$ cat src/rtl/rpt_dma_seq.sv
module rpt_dma_seq #(
  parameter int AW  = 24,
  parameter int IOW = 8,
  parameter int CW  = 8
) (
  input  logic          clk,
  input  logic          rst_n,
  input  logic          en,
  input  logic          req,
  input  logic          dir_dec,
  input  logic          sz_word,
  input  logic          io_is_src,
  input  logic          wr_mem,
  input  logic [AW-1:0] wr_mem_data,
  input  logic          wr_cnt,
  input  logic [CW-1:0] wr_cnt_data,
  input  logic          wr_init,
  input  logic [CW-1:0] wr_init_data,
  input  logic          wr_io,
  input  logic [IOW-1:0] wr_io_data,
  output logic [AW-1:0] src_addr,
  output logic [AW-1:0] dst_addr,
  output logic          xfer_word,
  output logic          issue
);

  logic [AW-1:0]  mem_q;
  logic [IOW-1:0] io_q;
  logic [CW-1:0]  cnt_q, init_q;

  wire            fire    = en & req;
  wire [AW-1:0]   mem_eff = sz_word ? {mem_q[AW-1:1], 1'b0} : mem_q;
  wire [AW-1:0]   step    = sz_word ? AW'(2) : AW'(1);
  wire [CW-1:0]   cnt_dec = cnt_q - 1'b1;
  wire            last    = (cnt_dec == '0);
  wire [AW-1:0]   init_x  = {{(AW-CW){1'b0}}, init_q};
  wire [AW-1:0]   span    = last ? (sz_word ? (init_x << 1) : init_x) : '0;
  wire [AW-1:0]   mem_nx  = dir_dec ? (mem_eff - step + span) : (mem_eff + step - span);
  wire [AW-1:0]   io_x    = {{(AW-IOW){1'b0}}, io_q};

  assign src_addr  = io_is_src ? io_x : mem_eff;
  assign dst_addr  = io_is_src ? mem_eff : io_x;
  assign xfer_word = sz_word;
  assign issue     = fire;

  always_ff @(posedge clk or negedge rst_n) begin
    if (!rst_n) begin
      mem_q  <= '0;
      io_q   <= '0;
      cnt_q  <= '0;
      init_q <= '0;
    end else if (!en) begin
      if (wr_mem)  mem_q  <= wr_mem_data;
      if (wr_io)   io_q   <= wr_io_data;
      if (wr_cnt)  cnt_q  <= wr_cnt_data;
      if (wr_init) init_q <= wr_init_data;
    end else if (fire) begin
      mem_q <= mem_nx;
      cnt_q <= last ? init_q : cnt_dec;
    end
  end

  // peripheral address holds while enabled
  p_io_fixed_r3: assert property (@(posedge clk) disable iff (!rst_n)
    en |=> $stable(io_q));

  // counter decrements on a non-final transfer
  p_cnt_dec_r5: assert property (@(posedge clk) disable iff (!rst_n)
    (fire && cnt_q > 1) |=> (cnt_q == $past(cnt_q) - 1'b1));

  // final transfer reloads the counter from the starting count
  p_cnt_reload_r5: assert property (@(posedge clk) disable iff (!rst_n)
    (fire && cnt_q == 1) |=> (cnt_q == $past(init_q)));

  // disabled channel with no setup write holds pointer and counter
  p_freeze_r7: assert property (@(posedge clk) disable iff (!rst_n)
    (!en && !wr_mem && !wr_cnt) |=> ($stable(mem_q) && $stable(cnt_q)));

  // enabled channel without a request leaves the state alone
  p_idle_hold_r2: assert property (@(posedge clk) disable iff (!rst_n)
    (en && !req) |=> ($stable(mem_q) && $stable(cnt_q) && $stable(init_q)));

  // byte, upward, non-final transfer advances the pointer by one
  p_step_r4: assert property (@(posedge clk) disable iff (!rst_n)
    (fire && !sz_word && !dir_dec && cnt_q > 1) |=> (mem_q == $past(mem_q) + 1'b1));

  // word transfers present an even memory address
  p_word_even_r10: assert property (@(posedge clk) disable iff (!rst_n)
    sz_word |-> (io_is_src ? !dst_addr[0] : !src_addr[0]));

endmodule

$ cat config.mk
export PLATFORM = sky130hd
export DESIGN_NAME = rpt_dma_seq
export DESIGN_NICKNAME = d
export VERILOG_FILES = /design/src/rtl/rpt_dma_seq.sv
export SDC_FILE = /design/constraint.sdc
export NUM_CORES = 1
export LEC_CHECK = 0
export ABC_AREA = 1
export BUFFER_PORTS_ARGS = -buffer_cell sky130_fd_sc_hd__buf_4
export CAP_MARGIN = 20
export CORE_MARGIN = 1
export CORE_UTILIZATION = 50
export CTS_BUF_LIST = sky130_fd_sc_hd__clkbuf_16
export CTS_CLUSTER_DIAMETER = 30
export CTS_CLUSTER_SIZE = 12
export DETAILED_ROUTE_END_ITERATION = 10
export MAX_ROUTING_LAYER = met4
export PLACE_DENSITY = 0.74
export SYNTH_ARGS = -nofsm -noshare
export SYNTH_HDL_FRONTEND = slang
export SYNTH_SLANG_ARGS = --single-unit
$ cat constraint.sdc
create_clock -name clk -period 3.8 [get_ports clk]
set_clock_uncertainty 0.2 [all_clocks]
set_input_delay 0.57 -clock clk [delete_from_list [all_inputs] [get_ports clk]]
set_output_delay 0.57 -clock clk [all_outputs]
set_load 0.01 [all_outputs]
# After elaboration in Yosys (flattened, before gate mapping)
# Cells that the tools add are included.
# totals
elab_cells	33
regBits	48
out_inout_bits	50
# classes
n_reduce_logical	7
muxes	14
n_addsub	5
n_eq_ne	1
bitwise_logic	2
# op_table
op	n
two-way mux 24 bit	6
two-way mux 8 bit	4
adder 24 x 2 -> 24 bit	1
adder 24 x 9 -> 24 bit	1
subtractor 24 x 2 -> 24 bit	1
subtractor 24 x 9 -> 24 bit	1
two-way mux 9 bit	2
zero test 8 bit	1
AND reduction 2 bit	4
subtractor 8 x 1 -> 8 bit, second input constant	1
nonzero test 2 bit	2
two-way mux 2 bit	1
!= test 2 x 1 -> 1 bit, second input constant	1
bitwise AND 1 bit	1
two-way mux 1 bit	1
NOT 1 bit	1

# Longest topological paths before layout
# logic_depth
ltp_word	7
ltp_mapped	27
mapped_depth_nobuf	27

# Worst setup path after synthesis
# No wires, ideal clock.
# synth_path
path_kind	register to register
startpoint	register cnt_q[0]
endpoint	register mem_q[12]
path_slack_ns	0.259
setup_time_ns	0.123
path_buffers	0
t_arrival_ns	3.218
path_stages_with_launch	25
path_cell_list	dfrtp_1 -> inv_1 -> ha_1 -> nand4_1 -> xor2_1 -> nor2_1 -> nand4_1 -> nor2_1 -> inv_1 -> ha_1 -> inv_1 -> ha_1 -> inv_1 -> fa_1 -> inv_1 -> nand3_1 -> nand3_1 -> nand2_1 -> nand2_1 -> nand2_1 -> nand2_1 -> nand2_1 -> xnor2_1 -> o21ai_0 -> nand2_1
# synth_between
elab_chain_len	7
word_cells_on_any_way	8
classes_between	add/sub (3); mux (4); reduce/logical (1)
# synth_rtl
item	line	rtl
from (decl)	29	logic [CW-1:0] cnt_q, init_q;
from (signal assigned)	55	if (wr_cnt) cnt_q <= wr_cnt_data;
from (signal assigned)	59	cnt_q <= last ? init_q : cnt_dec;
subtractor 8 x 1 -> 8 bit *	34	wire [CW-1:0] cnt_dec = cnt_q - 1'b1;
zero test 8 bit *	35	wire last = (cnt_dec == '0);
two-way mux 9 bit *	37	wire [AW-1:0] span = last ? (sz_word ? (init_x << 1) : init_x) : '0;
subtractor 24 x 9 -> 24 bit or adder 24 x 9 -> 24 bit (tied branches)	38	wire [AW-1:0] mem_nx = dir_dec ? (mem_eff - step + span) : (mem_eff + step - span);
two-way mux 24 bit *	38	
two-way mux 24 bit *	57	end else if (fire) begin
two-way mux 24 bit *	52	end else if (!en) begin
to (signal assigned)	53	if (wr_mem) mem_q <= wr_mem_data;
to (signal assigned)	58	mem_q <= mem_nx;
to (decl)	27	logic [AW-1:0] mem_q;
# Every way passes the cells marked *; elsewhere a longest branch is shown, timed or not. The select of a mux whose other input is x is not followed.
# A chain may end at the register's enable or synchronous reset.

# Worst setup path after layout
# layout_path
startpoint	register cnt_q[1]
endpoint	register mem_q[22]
# The elaborated chain is that of the path after synthesis.

==> out/results.ini <==
[timing]
rsz0062_at_grt=yes
worst_hold_slack_ns=0.0953
fmax_mhz=273
final.period_utilization_pct=96.5
finalSetupViolCount=0
slew_headroom_pct=54.9
finalCriticalPeriod_ns=3.67
finalMaxSlewViolations=0
finalHoldViolCount=0
worst_pin_slew_ns=0.676

[grt]
grt_pass1_vias=5455
globalRouteMet3Util_pct=3.16
use_met1_pct=44.9
gr-usage-met2_pct=46.4
grt_pass1_wl_um=27200
antenna_found_initial=0
busiest_layer=met2
grt_overflow=0
track_usage_pct=31.2
grt_max_degree=50

[detailed_routing]
vias_per_cell=5.23
wl_um=17200
drt_pre_antenna_iters=7
num_vias=6106
post_drt_wl_per_cell_um=14.7
drc_errors=0
drt-initial-drc-count=466
ant_nets=0

[floorplan]
rows=37
io_pins=109
start_util_pct=52.4
die_height_um=107
core_um2=10500
fp.dieW_um=107
die-area_um2=11400

[worst_setup_path]
end_kind=flop
cp_slowest_cell=dfrtp_1
crit_type=flop to flop
cp_top_family=simple AND/OR/NAND/NOR gates
critical_path_arrival_ns=3.66
crit_buf_inv=4
cpMostUsedCell=nand2_1
start_kind=flop
cp_cell_sequence=inv_2 > ha_4 > nand4_1 > xor2_2 > nor2_4 > nand3_4 > inv_4 > o211ai_1 > ha_1 > inv_1 > ha_1 > buf_4 > nand2_1 > nand2_1 > a21oi_1 > nand2_1 > nand2_1 > nand2_1 > nand3_1 > nand2_1 > nand2_1 > nand3_1 > nand2_1 > nand2_1
worstPathMaxFanout=6
critical-path-max-stage-delay_ns=0.42
required_ns=3.79

[run]
drv_cap=0

[synth]
ys_ff_latch=48
synth.avg_cell_area_um2=5.99
syn-cell-area_um2=5480
syn-num-nets=1028
yosysUniqueCellTypes=43
ys_warn_count=0
syn-instance-count=915
synth_top_area_share_pct=21.9
synth_top_cell_by_area=dfrtp_1
ys_async_sr_fraction_pct=100
synth_ff_type=dfrtp_1
yosys-top-cells-area=dfrtp_1 22%, nand2_1 18%, ha_1 11%
synth_edf_count=0
yosysSeqAreaShare_pct=21.9

[clocking]
clk_pin_slew_ns=0.07
worst_skew_pair.late_latency_ns=0.30
cts_tree=yes
clk_path_buf_depth=2
clockRootBuffer=clkbuf_16
clock_sinks=48
numCtsBuffers=5
htreeDepth=2

[power_and_ir_drop]
power_frac_comb_pct=73.5
switching_share_pct=52.9
power_density_nw_per_um2=667
clkPwrFrac_pct=10.2
p_switching_mw=2.47
leakage_nw=3.86
peakVddDrop_uv=324
p_int_mw=2.20
pwr-share-seq_pct=16.4

[placement]
portBuffers=108
gp_congestion=0.944
place_hpwl_um=13000

[layout]
syn_to_final_growth_pct=27.5
drive_gt1_share_pct=21.8
layout_common_cells=256 x nand2_1, 142 x inv_1, 130 x buf_4, 129 x nor2_1, 48 x dfrtp_1
final_common_cell=nand2_1
nNetsFinal=1143
antenna_cells=0
num-fill-cells=998
fin_util_pct=66.8

[hold_path]
min-delay-path-class=input port to async pin

[run_status]
outcome=completed

final timing paths:
path | slack, ns | endpoint | start | depth (start not counted)
setup / recovery | 0.13 | mem_q[22]$_DFFE_PN0P_ | cnt_q[1]$_DFFE_PN0P_ | 24
hold / removal | 0.1 | cnt_q[3]$_DFFE_PN0P_ | rst_n | 1
setup reg to reg | 0.13 | mem_q[22]$_DFFE_PN0P_ | cnt_q[1]$_DFFE_PN0P_ | 24
hold reg to reg | 0.31 | cnt_q[7]$_DFFE_PN0P_ | cnt_q[7]$_DFFE_PN0P_ | 2
max in group asynchronous | 2.85 | mem_q[11]$_DFFE_PN0P_ | rst_n | 1
min in group clk | 0.30 | io_q[1]$_DFFE_PN0P_ | wr_io_data[1] | 2
routing by layer:
layer  part of all wire, %  wire length (um)  vias up
met5                     0                 0        -
met4                   1.8               316        0
met3                   6.7              1150       24
met2                    46              7830      230
met1                    46              7900     2766
li1                      -                 -     3086
power groups by stage:
stage	registers, mW	logic [mW]	clock network (mW)
after floorplan	0.733	2.22	0
after global placement	0.765	3.06	0
after detailed placement	0.767	3.07	0
after CTS	0.758	3.10	0.478
after global routing	0.784	3.82	0.497
final	0.763	3.43	0.474
cells in the mapped netlist, drive strengths merged (8+ instances only):
cell type  instances
clkbuf            11
nor2             136
nand2            273
inv              157
nand3             55
dfrtp             48
ha                50
o21ai             59
a21oi             52
xor2              12
mux2               8
o211ai             8
buf               12
timing repair:
item                                    CTS  global route
gates cloned                              0             0
buffers inserted                          1             8
resized for setup                         5            62
hold buffers                              0             0
endpoints found under the setup margin    7            20
pin swaps                                 2            22
state kept, by name, summed over array words and instances (netlist names):
name    cells
init_q      8
mem_q      24
cnt_q       8
io_q        8
cell type report:
cell class,count,area [um^2],share of cell area [%]
multi-input combinational,687,3890,55.7
sequential,48,1200,17.2
timing repair buffer,131,987,14.1
inverter,157,592,8.46
tap,136,170,2.43
clock buffer,5,125,1.79
clock inverter,3,22.5,0.322
logic make-up (layout without fill, tap and decap cells):
group / Yosys count / after routing / share of synthesized area [%]
muxes: 8 / 8 / 1.64
xor gates and xnor gates: 13 / 13 / 2.08
DFF: 48 / 48 / 21.9
buffers and inverters: 180 / 296 / 12.7
adders and majority gates: 54 / 54 / 12.9
and+or+nand+nor: 481 / 481 / 35.7
AOI/OAI and AO/OA: 131 / 131 / 13.1
stage by stage:
| stage | cell area (um^2) | power, mW | TNS, ns | cells | worst slack [ns] |
|---|---|---|---|---|---|
| finish | 6990 | 4.67 | 0 | 1167 | 0.134 |
| global route | 6990 | 5.10 | -0.215 | 1167 | -0.0555 |
| CTS | 6630 | 4.34 | 0 | 1159 | 0.000925 |
| detailed placement | 6460 | 3.84 | -0.218 | 1150 | -0.0661 |
| global placement | 6460 | 3.82 | 0 | 1150 | 0.0173 |
| floorplan | 5480 | 2.95 | 0 | 915 | 0.259 |
Power figures use the tool's default switching activity.
